`config.mk`:
```
export PLATFORM = sky130hd
export DESIGN_NAME = ddr2_burst_writer
export DESIGN_NICKNAME = d
export VERILOG_FILES = /design/src/rtl/ddr2_burst_writer.sv
export SDC_FILE = /design/constraint.sdc
export NUM_CORES = 1
export LEC_CHECK = 0
export ABC_AREA = 0
export CORE_MARGIN = 1
export CORE_UTILIZATION = 40
export DETAILED_ROUTE_END_ITERATION = 7
export PLACE_DENSITY = 0.68
export SYNTH_ARGS = -nofsm -noshare
export SYNTH_HDL_FRONTEND = slang
export SYNTH_SLANG_ARGS = --single-unit
```
`constraint.sdc`:
```
create_clock -name clk -period 4.9 [get_ports clk]
set_input_delay 0.98 -clock clk [delete_from_list [all_inputs] [get_ports clk]]
set_output_delay 0.98 -clock clk [all_outputs]
set_load 0.02 [all_outputs]
```
`src/rtl/ddr2_burst_writer.sv`:
```
module ddr2_burst_writer #(
  parameter int BANK_W = 2,
  parameter int COL_W  = 10,
  parameter int ADDR_W = 14,
  parameter int DQ_W   = 8,
  parameter int AL     = 2,
  parameter int CL     = 3,
  parameter int TWR    = 4
) (
  input  logic                clk,
  input  logic                rst_n,
  input  logic                req_valid,
  output logic                req_ready,
  input  logic                req_pre,
  input  logic [BANK_W-1:0]   req_bank,
  input  logic [COL_W-1:0]    req_col,
  input  logic                req_bl8,
  input  logic [8*DQ_W-1:0]   req_data,
  output logic                cs_n,
  output logic                ras_n,
  output logic                cas_n,
  output logic                we_n,
  output logic [BANK_W-1:0]   ba,
  output logic [ADDR_W-1:0]   addr,
  output logic [1:0]          dqs,
  output logic [1:0]          dqs_oe,
  output logic [1:0]          dq_oe,
  output logic [DQ_W-1:0]     dq_rise,
  output logic [DQ_W-1:0]     dq_fall
);

  localparam int WL    = AL + CL - 1;
  localparam int NBANK = 1 << BANK_W;
  localparam int PH_W  = $clog2(WL + 6);
  localparam int RC_W  = $clog2(TWR + 1);
  localparam logic [PH_W-1:0] PH_PRE  = PH_W'(WL - 1);
  localparam logic [PH_W-1:0] PH_D0   = PH_W'(WL);
  localparam logic [PH_W-1:0] PH_END4 = PH_W'(WL + 2);
  localparam logic [PH_W-1:0] PH_END8 = PH_W'(WL + 4);
  localparam logic [RC_W-1:0] RC_LOAD = RC_W'(TWR - 1);

  logic                busy;
  logic [PH_W-1:0]     ph;
  logic                bl8_q;
  logic [BANK_W-1:0]   bank_q;
  logic [8*DQ_W-1:0]   data_q;
  logic [NBANK-1:0]    rec_zero;
  logic [DQ_W-1:0]     beat [8];

  wire accept = req_valid && req_ready;
  wire [PH_W-1:0] ph_post = bl8_q ? PH_END8 : PH_END4;
  wire in_pre    = busy && (ph == PH_PRE);
  wire in_data   = busy && (ph >= PH_D0) && (ph < ph_post);
  wire in_post   = busy && (ph == ph_post);
  wire last_beat = in_data && (ph == ph_post - PH_W'(1));
  wire [PH_W-1:0] rel = ph - PH_D0;

  assign req_ready = rst_n && !busy && (!req_pre || rec_zero[req_bank]);

  always_ff @(posedge clk) begin
    if (!rst_n) begin
      busy   <= 1'b0;
      ph     <= '0;
      bl8_q  <= 1'b0;
      bank_q <= '0;
      data_q <= '0;
    end else if (accept && !req_pre) begin
      busy   <= 1'b1;
      ph     <= '0;
      bl8_q  <= req_bl8;
      bank_q <= req_bank;
      data_q <= req_data;
    end else if (busy) begin
      if (in_post) busy <= 1'b0;
      else         ph   <= ph + PH_W'(1);
    end
  end

  always_ff @(posedge clk) begin
    if (!rst_n) begin
      {cs_n, ras_n, cas_n, we_n} <= 4'b0111;
      ba   <= '0;
      addr <= '0;
    end else if (accept) begin
      {cs_n, ras_n, cas_n, we_n} <= req_pre ? 4'b0010 : 4'b0100;
      ba   <= req_bank;
      addr <= req_pre ? '0 : ADDR_W'(req_col);
    end else begin
      {cs_n, ras_n, cas_n, we_n} <= 4'b0111;
      ba   <= '0;
      addr <= '0;
    end
  end

  for (genvar k = 0; k < 8; k++) begin : g_beat
    assign beat[k] = data_q[k*DQ_W +: DQ_W];
  end

  for (genvar b = 0; b < NBANK; b++) begin : g_bank
    logic [RC_W-1:0] rec_cnt;
    always_ff @(posedge clk) begin
      if (!rst_n)
        rec_cnt <= '0;
      else if (last_beat && bank_q == BANK_W'(b))
        rec_cnt <= RC_LOAD;
      else if (rec_cnt != '0)
        rec_cnt <= rec_cnt - RC_W'(1);
    end
    assign rec_zero[b] = (rec_cnt == '0);
  end

  assign dqs     = in_data ? 2'b01 : 2'b00;
  assign dqs_oe  = (in_pre || in_data) ? 2'b11 : (in_post ? 2'b01 : 2'b00);
  assign dq_oe   = in_data ? 2'b11 : 2'b00;
  assign dq_rise = in_data ? beat[{rel[1:0], 1'b0}] : '0;
  assign dq_fall = in_data ? beat[{rel[1:0], 1'b1}] : '0;

  AST_CMD_AFTER_ACCEPT: assert property (@(posedge clk) disable iff (!rst_n)
    $past(accept) |-> (!cs_n && (!ras_n || !cas_n)));
  AST_BUSY_BLOCKS: assert property (@(posedge clk) disable iff (!rst_n)
    $past(accept && !req_pre) |-> !req_ready);
  AST_DQ_UNDER_STROBE: assert property (@(posedge clk) disable iff (!rst_n)
    (dq_oe != 2'b00) |-> (dqs_oe == 2'b11 && dqs == 2'b01));
  AST_PREAMBLE: assert property (@(posedge clk) disable iff (!rst_n)
    $rose(dq_oe[0]) |-> ($past(dqs_oe) == 2'b11 && $past(dq_oe) == 2'b00));
  AST_POSTAMBLE: assert property (@(posedge clk) disable iff (!rst_n)
    $fell(dq_oe[1]) |-> (dqs_oe == 2'b01 && dqs == 2'b00));
  AST_NO_PRE_IN_BURST: assert property (@(posedge clk) disable iff (!rst_n)
    (!cs_n && !ras_n && cas_n && !we_n) |-> (dqs_oe == 2'b00));

endmodule

```
Word level (Yosys, flattened, before mapping)
Cells that the tools add are included.
{"block": "totals", "regBits": 104, "inputBits": 81, "output_inout_bits": 43, "wordCells": 108}
{"block": "op_classes", "addsub": 7, "bitwise": 5, "muxes": 27, "n_eq_ne": 6, "n_reduce_logical": 38, "order_cmp": 5}
{"cell": "binary-select mux 8 bit (select 3 bit)", "n": 2}
{"cell": "2-to-1 mux 8 bit", "n": 6}
{"cell": "2-to-1 mux 2 bit", "n": 10}
{"cell": "logical AND 1 bit", "n": 13}
{"cell": "zero test 3 bit", "n": 4}
{"cell": "nonzero test 3 bit", "n": 4}
{"cell": "subtractor 3 x 1 -> 3 bit (second input constant)", "n": 4}
{"cell": "OR reduction 2 bit", "n": 5}
{"cell": "== test 4 bit", "n": 2}
{"cell": ">= comparator 4 bit (second input constant)", "n": 2}
{"cell": "NOT 3 -> 4 bit", "n": 2}
{"cell": "nonzero test 2 bit", "n": 4}
{"cell": "2-to-1 mux 1 bit", "n": 6}
{"cell": "adder 4 x 1 -> 4 bit (second input constant)", "n": 1}
{"cell": "== test 2 bit (second input constant)", "n": 2}
{"cell": "== test 4 x 2 -> 1 bit (second input constant)", "n": 1}
{"cell": ">= comparator 4 x 3 -> 1 bit (second input constant)", "n": 1}
{"cell": "< comparator 4 bit", "n": 1}
{"cell": "2-to-1 mux 4 bit", "n": 1}
{"cell": "AND reduction 2 bit", "n": 2}
{"cell": "subtractor 4 x 1 -> 4 bit (second input constant)", "n": 1}
{"cell": "< comparator 2 x 3 -> 1 bit (second input constant)", "n": 1}
{"cell": "2-to-1 mux 3 bit", "n": 1}
{"cell": "NOT 1 bit", "n": 3}
{"cell": "7 further kinds", "n": 9}

Depth between registers and ports, before layout
{"block": "logic_depth", "word_depth": 8, "ltp_mapped": 10, "mapped_depth_nobuf": 6}

Worst setup path before layout
Ideal clock, no wire load.
{"block": "synth_path", "kind": "flip-flop to output port", "start": "reg ph[1]", "end": "out dq_fall[0]", "path_slack_ns": 1.947, "path_buffers": 4, "t_required_ns": 3.920, "t_arrival_ns": 1.973, "stages_incl_launch_ff": 10, "path_cell_list": "dfxtp_1 buf_2 buf_2 inv_1 ha_1 o21ai_2 or3b_1 buf_2 buf_2 nor2b_1"}
{"block": "synth_via", "elab_chain_cells": 6, "elab_cells_between_ends": 10, "cone_classes": "add/sub (1); order compare (2); mux (4); bitwise (1); reduce/logical (2)"}
{"element": "start: declaration", "line": "43", "source": "logic [PH_W-1:0] ph;"}
{"element": "start signal: assignment", "line": "75", "source": "else ph <= ph + PH_W'(1);"}
{"element": "subtractor 2 x 1 -> 2 bit", "line": "56", "source": "wire [PH_W-1:0] rel = ph - PH_D0;"}
{"element": "NOT 3 -> 4 bit (not written as such)", "line": "116", "source": "assign dq_fall = in_data ? beat[{rel[1:0], 1'b1}] : '0;"}
{"element": "binary-select mux 8 bit (select 3 bit)", "line": "116"}
{"element": "2-to-1 mux 8 bit (not written as such) (2 in a row)", "line": "116"}
{"element": "2-to-1 mux 8 bit (*)", "line": "116"}
{"element": "end: declaration", "line": "29", "source": "output logic [DQ_W-1:0] dq_fall"}
Every way passes the cells marked *; elsewhere a longest branch is shown, timed or not. The select of a mux whose other input is x is not followed.

Worst setup path after layout
{"block": "layout_path", "start": "reg bl8_q", "end": "out dq_fall[3]"}
{"block": "layout_via", "elab_chain_cells": 4}
{"element": "start: declaration", "line": "44", "source": "logic bl8_q;"}
{"element": "start signal: assignment", "line": "70", "source": "bl8_q <= req_bl8;"}
{"element": "2-to-1 mux 4 bit", "line": "51", "source": "wire [PH_W-1:0] ph_post = bl8_q ? PH_END8 : PH_END4;"}
{"element": "< comparator 4 bit", "line": "53", "source": "wire in_data = busy && (ph >= PH_D0) && (ph < ph_post);"}
{"element": "logical AND 1 bit", "line": "53"}
{"element": "2-to-1 mux 8 bit", "line": "116"}
No other way between the ends.

==> flow_summary_export.csv <==
group,metric,value,unit
status,status,"completed",
die,die_h,108.3,um
synth,synth_compound_area_share,14.14,%
synth,avgSynthCellArea,9.212,sq um
clocking,cts_hold_buf,0,
clocking,cts_htree_levels,3,
final_layout,drive_gt1_share,6.937,%
timing,tns,0,ps
critical_path,required,3920,ps
drt,routed_wl,10310,um
timing,final.min_clock_period,3986,ps
clocking,cts_made_buffers,9,
grt,antenna_found_initial,0,
final_layout,mostFrequentLayoutCell,"nand2_1",
power_and_ir_drop,ir_drop,157.0,uV
synth,syn_inst,491,
final_layout,finalNonFillerCells,731,
timing,fmax,0.2509,GHz
die,die_area,11740,sq um
drt,drt-initial-drc-count,180,
timing,rsz0062_at_grt,"no",
clocking,cts.clk_slew.worst_paths,60,ps
critical_path,worstSetupPathType,"flop to output port",
timing,setup_viol,0,
grt,grt_pass1_wl,16240,um
timing,skew,8.181,ps
drt,viasPerCell,4.869,
drt,post-route-drc-count,0,
final_layout,nets,680,
synth,syn_area,4523,sq um
clocking,clockBufferDepth,2,
placed_design,dp.cells,716,
critical_path,cp.arrival,3010,ps
die,die_w,108.3,um
critical_path,critPathBufInv,2,
run,drv_cap,0,
clocking,cts_root_buf,"clkbuf_16",
clocking,post_cts_buffers,0,
critical_path,crit_path_end_kind,"output port",
synth,synth-xor-area-share,1.162,%
die,io_pins,124,
clocking,cts.sinks,99,
clocking,worstSkewPairLatency,340,ps
final_layout,antenna_cells,0,
placed_design,place_congestion,0.7616,
die,core,10940,sq um
critical_path,crit_slowest_cell,"or3b_1",
drt,ant_nets,0,
timing,tightest_slew,768.7,ps
grt,grt_max_degree,82,
grt,grt-ovfl-total,0,
timing,slew_violations,0,
placed_design,dpl.hpwl,7065,um
critical_path,cp_slowest_stage_delay,700,ps
power_and_ir_drop,total_power,2.092,mW
timing,hold_violations,0,
timing,relSlewSlack,48.76,%
final_layout,synthToLayoutAreaGrowth,31.65,%
synth,muxShareOfSynthArea,9.405,%
clocking,cts_resized,0,
drt,post_drt_wl_per_cell,14.11,um
synth,synth-simple-area-share,21.08,%
die,start_util,41.36,%
grt,grt_use_total,18.11,%
die,row_count,38,
synth,synth_top_family_by_area,"simple AND/OR/NAND/NOR gates",
grt,grt_pass1_vias,3442,
final_layout,layout_common_cells,"nand2_1, clkdlybuf4s50_1, dfxtp_1",
critical_path,critPathTopFamily,"simple AND/OR/NAND/NOR gates",
power_and_ir_drop,power_density,351.3,nW/um^2
synth,synth_cell_types,40,
power_and_ir_drop,p_leak,2.145,nW
timing,holdWs,451.3,ps
critical_path,worstPathCellList,"inv_1, ha_1, a21oi_1, o21ai_2, or3b_1, nor2b_1, clkdlybuf4s50_1",
drt,dr_total_vias,3559,
synth,synth.ff_latch_count,99,
placed_design,buffer_ports.inserted,117,
critical_path,critPathLaunchType,"flop",
synth,synth_warnings,0,
drt,dr.pass1.iters,4,
synth,yosysSeqAreaShare,43.82,%
synth,synthAdderAreaFrac,3.320,%
timing,period_share,81.34,%
critical_path,path_max_fanout,17,
worst_hold_path,hp-class,"flop to flop",
clocking,cts_tree,"built",
state kept, by name, indices dropped and copies added, names as in the netlist, 2 cells and up:
name / cells
data_q: 64
g_bank.rec_cnt: 12
ph: 4
ba: 2
addr: 10
bank_q: 2
layer usage:
layer / share of wire [%] / routed length, um / GRT usage, %
met5: 0 / 0 / 0
met4: 2.4 / 248 / 9.556
met3: 3.2 / 325 / 2.471
met2: 49 / 5050 / 30.66
met1: 45 / 4687 / 22.36
cells in the mapped netlist:
cell type	number	area, sq um
nor2b_4	1	13.76
nor3_1	1	5.000
nor2_1	13	48.80
nand3b_1	1	7.510
clkbuf_1	9	33.78
and2_1	10	62.56
buf_4	15	112.6
nand4_1	1	6.260
xor2_1	2	17.52
a21boi_0	2	15.01
nor2b_1	19	118.9
o21ai_2	1	8.760
xnor2_1	4	35.03
inv_4	1	6.260
a21boi_1	67	503.0
ha_1	12	150.1
or4_1	1	7.510
or2_2	1	6.260
nor3b_1	4	30.03
o21ai_0	2	10.01
nor4_1	2	12.51
mux2_2	2	22.52
conb_1	1	3.750
buf_2	11	55.05
and3_1	1	6.260
buf_6	6	67.56
dfxtp_1	99	1982
inv_1	11	41.29
nand2b_1	6	37.54
nand2_1	142	533.0
nand3_1	3	15.01
or3_1	1	6.260
or3b_1	1	8.760
nand4b_1	1	8.760
o21a_1	9	67.56
and3b_1	1	8.760
and3b_2	1	10.01
a21oi_1	7	35.03
mux4_2	17	382.9
mux2i_1	2	20.02
worst min-delay path, cell delays in order, from the launching register on:
cell and delay (ps):
dfxtp_1 300, nand2_1 50, a21boi_1 50
cell families (layout without fill, tap and decap cells):
| logic type | Yosys count | count (layout) |
|---|---|---|
| compound gates | 88 | 88 |
| xor+xnor | 6 | 6 |
| fa+ha+maj | 12 | 12 |
| buf+inv | 53 | 148 |
| flops | 99 | 99 |
| mux | 21 | 21 |
| other cells | 1 | 6 |
| simple gates | 211 | 211 |
worst paths after layout:
check / start / endpoint / slack, ps / cells after the start
setup / recovery: bl8_q / dq_fall[3] / 910 / 7
hold / removal: data_q[3] / data_q[3] / 450 / 2
setup reg to reg: busy / ph[1] / 2620 / 5
hold reg to reg: data_q[3] / data_q[3] / 450 / 2
where the power goes:
group          switching (mW)  internal [mW]  leakage (nW)
sequential             0.0313          0.872         0.806
clock                   0.286          0.459         0.150
combinational           0.205          0.238          1.19
stage by stage:
stage          instance area (sq um)  util, %  setup WS, ps
2_1_floorplan                   4542        -          1947
3_3_place_gp                    5644    51.61          1018
3_5_place_dp                    5644    51.61         992.1
4_1_cts                         5954    54.45         861.5
5_1_grt                         5954    54.45         708.8
6_report                        5954    54.45         914.4
layout make-up:
cell class	instances	area, sq um
clock buffers	13	250.2
clock inverters	2	60.06
fillers	999	4981
inverters	12	47.55
multi-input cells	344	2243
flip-flops and latches	99	1982
well taps	140	175.2
repair buffers	121	1196
(Power assumes the default switching activity.)
